**src/rtl/sup_pkg.sv**
```systemverilog
package sup_pkg;

  typedef enum logic [1:0] {
    PER_LONG  = 2'b00,
    PER_MID   = 2'b01,
    PER_SHORT = 2'b10,
    PER_OFF   = 2'b11
  } per_sel_e;

  typedef enum logic [1:0] {
    ST_PWRUP = 2'd0,
    ST_LOWV  = 2'd1,
    ST_HOLD  = 2'd2,
    ST_RUN   = 2'd3
  } sup_state_e;

  function automatic int unsigned max_u(input int unsigned a, input int unsigned b);
    return (a > b) ? a : b;
  endfunction

endpackage

```
**src/rtl/cs_fall_detect.sv**
```systemverilog
module cs_fall_detect #(
  parameter int unsigned SYNC_STAGES = 2
) (
  input  logic clk,
  input  logic rst_n,
  input  logic cs_n,
  output logic fall
);
  // sh[0..SYNC_STAGES-1] synchroniser, sh[SYNC_STAGES] previous value
  logic [SYNC_STAGES:0] sh;

  genvar gi;
  generate
    for (gi = 0; gi <= SYNC_STAGES; gi++) begin : g_stage
      if (gi == 0) begin : g_first
        always_ff @(posedge clk or negedge rst_n) begin
          if (!rst_n) sh[0] <= 1'b1;
          else        sh[0] <= cs_n;
        end
      end else begin : g_next
        always_ff @(posedge clk or negedge rst_n) begin
          if (!rst_n) sh[gi] <= 1'b1;
          else        sh[gi] <= sh[gi-1];
        end
      end
    end
  endgenerate

  assign fall = sh[SYNC_STAGES] & ~sh[SYNC_STAGES-1];
endmodule

```
**src/rtl/wdt_counter.sv**
```systemverilog
module wdt_counter
  import sup_pkg::*;
#(
  parameter int unsigned T_LONG_CYC  = 1400000,
  parameter int unsigned T_MID_CYC   = 600000,
  parameter int unsigned T_SHORT_CYC = 200000
) (
  input  logic       clk,
  input  logic       rst_n,
  input  logic       run,
  input  logic       kick,
  input  logic       restart,
  input  logic [1:0] period_sel,
  output logic       expire
);
  localparam int unsigned T_MAX = max_u(T_LONG_CYC, max_u(T_MID_CYC, T_SHORT_CYC));
  localparam int unsigned CNT_W = $clog2(T_MAX + 1);

  logic [CNT_W-1:0] cnt;
  logic [CNT_W-1:0] last_val;
  logic             enabled;
  logic             clear;

  always_comb begin
    enabled = 1'b1;
    case (per_sel_e'(period_sel))
      PER_LONG:  last_val = CNT_W'(T_LONG_CYC - 1);
      PER_MID:   last_val = CNT_W'(T_MID_CYC - 1);
      PER_SHORT: last_val = CNT_W'(T_SHORT_CYC - 1);
      default: begin
        last_val = '0;
        enabled  = 1'b0;
      end
    endcase
  end

  // a restart in the same cycle as the final count wins over the timeout
  assign expire = run & enabled & ~kick & ~restart & (cnt == last_val);
  assign clear  = ~run | ~enabled | kick | restart | expire;

  always_ff @(posedge clk or negedge rst_n) begin
    if (!rst_n)     cnt <= '0;
    else if (clear) cnt <= '0;
    else            cnt <= cnt + 1'b1;
  end
endmodule

```
**src/rtl/rst_sequencer.sv**
```systemverilog
module rst_sequencer
  import sup_pkg::*;
#(
  parameter int unsigned PWRUP_CYC = 200000,
  parameter int unsigned HOLD_CYC  = 200000
) (
  input  logic clk,
  input  logic rst_n,
  input  logic low_supply,
  input  logic wd_expire,
  output logic run,
  output logic seq_active
);
  localparam int unsigned T_MAX = max_u(PWRUP_CYC, HOLD_CYC);
  localparam int unsigned CW    = $clog2(T_MAX + 1);

  sup_state_e    state;
  logic [CW-1:0] cnt;

  always_ff @(posedge clk or negedge rst_n) begin
    if (!rst_n) begin
      state <= ST_PWRUP;
      cnt   <= '0;
    end else if (low_supply) begin
      state <= ST_LOWV;
      cnt   <= '0;
    end else begin
      case (state)
        ST_PWRUP: begin
          if (cnt == CW'(PWRUP_CYC - 1)) begin
            state <= ST_RUN;
            cnt   <= '0;
          end else begin
            cnt <= cnt + 1'b1;
          end
        end
        ST_LOWV: begin
          state <= ST_HOLD;
          cnt   <= '0;
        end
        ST_HOLD: begin
          if (cnt == CW'(HOLD_CYC - 1)) begin
            state <= ST_RUN;
            cnt   <= '0;
          end else begin
            cnt <= cnt + 1'b1;
          end
        end
        default: begin
          if (wd_expire) begin
            state <= ST_HOLD;
            cnt   <= '0;
          end
        end
      endcase
    end
  end

  assign run        = (state == ST_RUN);
  assign seq_active = (state != ST_RUN);
endmodule

```
**src/rtl/rst_pin_drv.sv**
```systemverilog
module rst_pin_drv #(
  parameter bit ACTIVE_HIGH = 1'b0
) (
  input  logic active,
  output logic pin_o,
  output logic pin_oe
);
  generate
    if (ACTIVE_HIGH) begin : g_hi
      assign pin_o = 1'b1;
    end else begin : g_lo
      assign pin_o = 1'b0;
    end
  endgenerate

  assign pin_oe = active;
endmodule

```
**src/rtl/wdt_supply_supervisor.sv**
```systemverilog
module wdt_supply_supervisor #(
  parameter int unsigned T_LONG_CYC  = 1400000,
  parameter int unsigned T_MID_CYC   = 600000,
  parameter int unsigned T_SHORT_CYC = 200000,
  parameter int unsigned HOLD_CYC    = 200000,
  parameter int unsigned PWRUP_CYC   = 200000,
  parameter int unsigned SYNC_STAGES = 2,
  parameter bit          ACTIVE_HIGH = 1'b0
) (
  input  logic       clk,
  input  logic       rst_n,
  input  logic       cs_n,
  input  logic       low_supply,
  input  logic [1:0] period_sel,
  input  logic       period_wr,
  output logic       sys_rst,
  output logic       rst_pin_o,
  output logic       rst_pin_oe
);
  logic cs_fall;
  logic run;
  logic seq_active;
  logic wd_expire;

  cs_fall_detect #(.SYNC_STAGES(SYNC_STAGES)) u_cs (
    .clk  (clk),
    .rst_n(rst_n),
    .cs_n (cs_n),
    .fall (cs_fall)
  );

  wdt_counter #(
    .T_LONG_CYC (T_LONG_CYC),
    .T_MID_CYC  (T_MID_CYC),
    .T_SHORT_CYC(T_SHORT_CYC)
  ) u_wdt (
    .clk       (clk),
    .rst_n     (rst_n),
    .run       (run),
    .kick      (cs_fall),
    .restart   (period_wr),
    .period_sel(period_sel),
    .expire    (wd_expire)
  );

  rst_sequencer #(
    .PWRUP_CYC(PWRUP_CYC),
    .HOLD_CYC (HOLD_CYC)
  ) u_seq (
    .clk       (clk),
    .rst_n     (rst_n),
    .low_supply(low_supply),
    .wd_expire (wd_expire),
    .run       (run),
    .seq_active(seq_active)
  );

  // supply loss bypasses the registered state so reset follows at once
  assign sys_rst = seq_active | low_supply | ~rst_n;

  rst_pin_drv #(.ACTIVE_HIGH(ACTIVE_HIGH)) u_pin (
    .active(sys_rst),
    .pin_o (rst_pin_o),
    .pin_oe(rst_pin_oe)
  );
endmodule

```
**config.mk**
```make
export PLATFORM = sky130hd
export DESIGN_NAME = wdt_supply_supervisor
export DESIGN_NICKNAME = d
export VERILOG_FILES = /design/src/rtl/sup_pkg.sv /design/src/rtl/cs_fall_detect.sv /design/src/rtl/wdt_counter.sv /design/src/rtl/rst_sequencer.sv /design/src/rtl/rst_pin_drv.sv /design/src/rtl/wdt_supply_supervisor.sv
export SDC_FILE = /design/constraint.sdc
export NUM_CORES = 1
export LEC_CHECK = 0
export CORE_AREA = 2 2 67 69
export CTS_BUF_LIST = sky130_fd_sc_hd__clkbuf_4 sky130_fd_sc_hd__clkbuf_8
export DETAILED_ROUTE_END_ITERATION = 10
export DIE_AREA = 0 0 69 71
export GPL_TIMING_DRIVEN = 0
export PLACE_DENSITY = 0.81
export SLEW_MARGIN = 25
export SYNTH_ARGS = -nofsm -noshare
export SYNTH_HDL_FRONTEND = slang
export SYNTH_SLANG_ARGS = --single-unit
```
**constraint.sdc**
```tcl
create_clock -name clk -period 2.5 [get_ports clk]
set_input_delay 0.25 -clock clk [delete_from_list [all_inputs] [get_ports clk]]
set_output_delay 0.25 -clock clk [all_outputs]
set_load 0.02 [all_outputs]
```
# [Yosys cells after proc, flatten, opt, wreduce, memory -nomap -nowiden]
# Index checks and enable logic that the tools add are counted.
[word_totals] word_cells=51 output_inout_bits=3 inputBits=7 register_bits=44
[classes] bitwise_logic=17 eq_ne=9 n_addsub=2 reduce_logical=6 muxes=11
[ops] cell="$pmux 21 s3" n=1
[ops] cell="$mux 18" n=3
[ops] cell="$pmux 18 s2" n=1
[ops] cell="$add 21x1->21 const B" n=1
[ops] cell="$eq 21x21->1" n=1
[ops] cell="$mux 21" n=1
[ops] cell="$add 18x1->18 const B" n=1
[ops] cell="$eq 18x18->1 const B" n=1
[ops] cell="$eq 2x2->1 const B" n=3
[ops] cell="$mux 2" n=3
[ops] cell="$not 1->1" n=6
[ops] cell="$or 1x1->1" n=6
[ops] cell="$and 1x1->1" n=5
[ops] cell="$eq 2x1->1 const B" n=2
[ops] cell="$logic_not 2->1" n=2
[ops] cell="$pmux 2 s2" n=1
[ops] cell="$reduce_bool 4->1" n=1
[ops] cell="$ne 3x1->1 const B" n=1
[ops] cell="$reduce_or 3->1" n=1
[ops] cell="$ne 2x2->1 const B" n=1
[ops] cell="$reduce_and 2->1" n=1
[ops] cell="$reduce_or 2->1" n=1
[ops] cell="$mux 1" n=1

# [Logic depth before layout (Yosys ltp)]
[depth] depth_word=10 ltp_mapped=8 mapped_depth_nobuf=7

# [Cells and area by module]
# From an unflattened synthesis, not the netlist that was laid out.
[hier_totals] cells_unflattened=265 area_unflattened_um2=2581.2
[modules_own_cells] module="wdt_counter" area_each_um2=1347.5 cells_per_inst=138 n_inst=1
[modules_own_cells] module="rst_sequencer" area_each_um2=1113.6 cells_per_inst=119 n_inst=1
[modules_own_cells] module="cs_fall_detect" area_each_um2=92.6 cells_per_inst=4 n_inst=1
[modules_own_cells] module="rst_pin_drv" area_each_um2=18.8 cells_per_inst=3 n_inst=1
[modules_own_cells] module="wdt_supply_supervisor" area_each_um2=8.8 cells_per_inst=1 n_inst=1

# [Worst setup path before layout]
# OpenSTA, ideal clock, no wires.
[synth_timing] kind="register -> register" startpoint="register u_seq.cnt[0]" endpoint="register u_seq.cnt[14]" slack_ns=0.599 n_path_buf=0 path_stages_with_launch=7 synth_period_minus_slack_ns=1.901 setup_ns=0.087 arrival_time_ns=1.815 cell_sequence="dfrtp_1 -> ha_1 -> and3_1 -> and3_1 -> a31oi_2 -> or3b_2 -> o211ai_1"
[synth_via] elab_chain_len=4 elab_cells_between_ends=5 cone_classes="add/sub (1); eq/ne (1); mux (3)"
[synth_rtl] item="start: declaration" line_no="rst_sequencer.sv:18" source="logic [CW-1:0] cnt;"
[synth_rtl] item="start signal: assignment" line_no="rst_sequencer.sv:34" source="cnt <= cnt + 1'b1;"
[synth_rtl] item="start signal: assignment" line_no="rst_sequencer.sv:46" source="cnt <= cnt + 1'b1;"
[synth_rtl] item="$add 18x1->18 / $eq 18x18->1 (equally long branches)"
[synth_rtl] item="$mux 18 *" line_no="rst_sequencer.sv:30, rst_sequencer.sv:42"
[synth_rtl] item="$pmux 18 s2 *" line_no="rst_sequencer.sv:28" source="case (state)"
[synth_rtl] item="$mux 18 *" line_no="rst_sequencer.sv:24" source="end else if (low_supply) begin"
# Every way passes the cells marked *; elsewhere a longest branch is shown, timed or not.
# A chain may end at the register's enable or synchronous reset.

# [Worst setup path after layout]
[layout_timing] startpoint="input low_supply" endpoint="output sys_rst"
[layout_via] elab_chain_len=2
[layout_rtl] item="start: declaration" line_no="wdt_supply_supervisor.sv:13" source="input logic low_supply,"
[layout_rtl] item="$or 1x1->1 (2 in series)" line_no="wdt_supply_supervisor.sv:59" source="assign sys_rst = seq_active | low_supply | ~rst_n;"
[layout_rtl] item="end: declaration" line_no="wdt_supply_supervisor.sv:16" source="output logic sys_rst,"
# Every way passes these cells.

==> reports/summary.txt <==
FLOORPLANNING
-------------------------------------------------------------------------------------------------
Floorplan die area                                                                     4900 sq um
Area inside the core boundary                                                          4200 sq um
Io pins                                                                                        10
Effective utilization at floorplan                                                          61.1%
Horiz. Die Dim                                                                              69 um
Die Ht                                                                                      71 um
Rows                                                                                           24

TIMING
-------------------------------------------------------------------------------------------------
Final Hold Viols                                                                                0
Crit path setup slack, layout                                                            0.160 ns
Unrepaired setup endpoints after global routing                                                no
Fin crit share                                                                              93.6%
Remaining max-slew budget at the tightest pin                                               55.5%
Total of endpoints with negative setup slack in the final report                                0
Slew at the pin with the worst max-slew slack                                            0.651 ns
Max Clock Skew                                                                          0.0159 ns
Count of pins over their slew limit                                                             0
Fmax                                                                                      427 MHz
Final Hold Slack                                                                         0.358 ns
Post-layout min period                                                                    2.34 ns

LAYOUT
-------------------------------------------------------------------------------------------------
Final instance count without filler cells                                                     353
Area delta synth->final                                                                     11.5%
Antenna cells                                                                                   0
Storage element area                                                                   1100 sq um
Fin nets                                                                                      315
Share of cells above drive strength 1                                                       12.3%
Most common library cell in the layout ignoring fill and taps                             dfrtp_1
Top library cells by usage in the layout, fill and taps aside                        41 x dfrtp_1, 35 x nor2_1, 32 x nand2_1, 18 x nand3_1, 13 x xor2_1
Multi-input logic area                                                                 1360 sq um
Core occupancy in the finished layout                                                       68.1%
Fill cell instance count of the final layout                                                  344

PLACEMENT
-------------------------------------------------------------------------------------------------
Total of buffers placed on input and output ports                                               8
Final RePlAce weighted congestion                                                           0.860
Setup slack at placement                                                                -0.172 ns
Cell count after placement                                                                    344
Post-detail-place hpwl                                                                    3870 um

CLOCK TREE
-------------------------------------------------------------------------------------------------
CTS sink cnt                                                                                   44
Root buffer cell                                                                         clkbuf_8
CTS buffer count                                                                                5
Clock latency of the later-clocked register in the worst-skew pair                        0.30 ns
Number of H-tree levels                                                                         2
Largest buffer count on any clock path                                                          2
CTS clk-pin slew, worst paths                                                             0.07 ns
CTS tree                                                                                     done

DETAILED ROUTING
-------------------------------------------------------------------------------------------------
Post-DR vias/cell                                                                            5.85
Initial DRC count                                                                             235
Sum of routed wire length over all layers                                                 5350 um
Length of the first detailed-routing pass in iterations                                         4
Post-route ant nets                                                                             0
Per-cell routed wire length                                                               15.2 um
Total number of vias                                                                        2,066
DRC violations left                                                                             0

MIN PATH
-------------------------------------------------------------------------------------------------
Class of the tightest hold or removal check                                            reg -> reg

PWR
-------------------------------------------------------------------------------------------------
Leakage power                                                                             1.17 nW
Total power draw                                                                        0.00142 W
Worst IR Drop VDD                                                                          472 uV
Pwr per Cell Area                                                                     495 nW/um^2

SYNTHESIS
-------------------------------------------------------------------------------------------------
Sequential element share of the synthesized area                                            43.0%
Post-synthesis instance area                                                           2570 sq um
Number of register bits inferred by synthesis                                                  44
Most used flip-flop cell after synthesis                                                  dfrtp_1
Syn avg cell area                                                                      9.08 sq um
Number of instances in the synthesized netlist                                                283
Number of warnings reported in the yosys synthesis log                                          0
Net count after synthesis                                                                     298
Async set-or-reset flop fraction in the synthesized netlist                                  100%
Post-synth EDFFs                                                                                0
Number of distinct library cell variants in the gate-level netlist after synthesis             53

WORST SETUP PATH
-------------------------------------------------------------------------------------------------
Reg-to-reg setup timing slack                                                             0.34 ns
Setup CP Type                                                                           in -> out
Crit path DAT                                                                             2.09 ns
Critical path peak fanout                                                                      10
Required time at the endpoint of the critical path                                        2.25 ns
CP Launch Type                                                                         input port
Critical Path Sink Type                                                               output port

GLOBAL ROUTING
-------------------------------------------------------------------------------------------------
Number of antenna violations at the first check in global routing                               0
Global Route Usage Sum                                                                      23.0%
Vias in the first global route                                                              2,058
Global-route wire length before repair                                                    9050 um
Total congestion overflow after global routing                                                  0
Maximum number of pins on one net before global-route repair                                   29

OUTCOME
-------------------------------------------------------------------------------------------------
Run status                                                                           finished clean

JOB
-------------------------------------------------------------------------------------------------
Number of max-capacitance violations reported                                                   0

-- cells in the mapped netlist, drive strengths merged, types with 2 or more instances --
cell type | count | share of area, %
buf | 10 | 2.4
or3 | 2 | 0.49
nor2b | 3 | 0.73
mux2i | 2 | 0.78
and3 | 9 | 2.2
inv | 11 | 1.6
ha | 8 | 3.9
xor2 | 13 | 4.4
a2111oi | 2 | 0.93
nor2 | 36 | 5.4
and4b | 2 | 0.78
dfrtp | 41 | 40
and4 | 2 | 0.68
dfstp | 3 | 3.1
nor3 | 7 | 1.4
o211ai | 10 | 3.1
nand2 | 32 | 4.7
a31oi | 4 | 1.2
a32oi | 4 | 1.4
nand4 | 12 | 3.2
nand3 | 19 | 3.9
xnor2 | 9 | 3.1
nor4 | 6 | 1.5
nand3b | 6 | 1.8
clkbuf | 3 | 0.49
o21ai | 12 | 2.5
-- state kept, by name, summed over array words and instances, names as in the netlist --
name,count
u_seq.cnt,18
u_seq.state,2
u_wdt.cnt,21
u_cs.sh,3
-- critical path, stage by stage --
cell and delay [ns]:
clkdlybuf4s50_1 0.43, inv_1 0.10, and3_1 0.29, clkbuf_4 0.26
nand2_1 0.08, buf_4 0.15, clkdlybuf4s50_1 0.52
-- cell families (layout without fill, tap and decap cells) --
family	after synthesis	count (layout)	share of synthesized area [%]
xor gates and xnor gates	22	22	7.50
muxes	2	2	0.779
adders and majority gates	8	8	3.90
and+or+nand+nor	142	142	28.6
other	1	1	0.146
buffers and inverters	24	42	4.48
AOI/OAI and AO/OA	40	40	11.5
DFF	44	44	43.0
-- stage by stage --
stage          area (sq um)  TNS (ns)
3_5_place_dp           2730     -3.00
4_1_cts                2850         0
2_1_floorplan          2570         0
5_1_grt                2860         0
6_report               2860         0
3_3_place_gp           2710     -3.22
-- layer usage --
| layer | track usage [%] | share of wire (%) | vias up |
|---|---|---|---|
| met2 | 40.3 | 53 | 32 |
| met5 | 0 | 0 | - |
| met3 | 3.85 | 2.5 | 2 |
| met1 | 27.8 | 44 | 992 |
| met4 | 10.5 | 0.62 | 0 |
| li1 | - | - | 1040 |
-- report_power, final --
part | switching, W | internal (W) | total (W)
clock | 0.000241 | 0.000308 | 0.000548
combinational | 0.0000839 | 0.0000496 | 0.000134
sequential | 0.0000110 | 0.000725 | 0.000736
total | 0.000336 | 0.00108 | 0.00142
-- what timing repair did --
item | in CTS | in global routing
gates cloned | 0 | 0
setup endpoints to repair | 2 | 5
setup buffers | 0 | 1
hold buffers | 1 | 0
pin swaps | 0 | 1
resized for setup | 1 | 3
endpoints found under the hold margin | 16 | 0
-- cell type report --
type | count | share of cell area [%]
buffer | 12 | 2.58
clock buffer | 6 | 2.66
clock inverter | 2 | 1.22
inverter | 11 | 1.44
multi-input combinational | 215 | 47.3
sequential | 44 | 38.6
tap | 52 | 2.27
timing repair buffer | 11 | 3.93
-- worst paths after layout --
kind                         startpoint       endpoint  cells after the start
max in group asynchronous         rst_n     u_cs.sh[0]                      3
setup / recovery             low_supply        sys_rst                      7
hold / removal               u_cs.sh[0]     u_cs.sh[1]                      0
setup reg to reg           u_seq.cnt[0]  u_seq.cnt[14]                      6
min in group asynchronous         rst_n  u_seq.cnt[16]                      2
hold reg to reg              u_cs.sh[0]     u_cs.sh[1]                      0
Power figures use the tool's default switching activity.
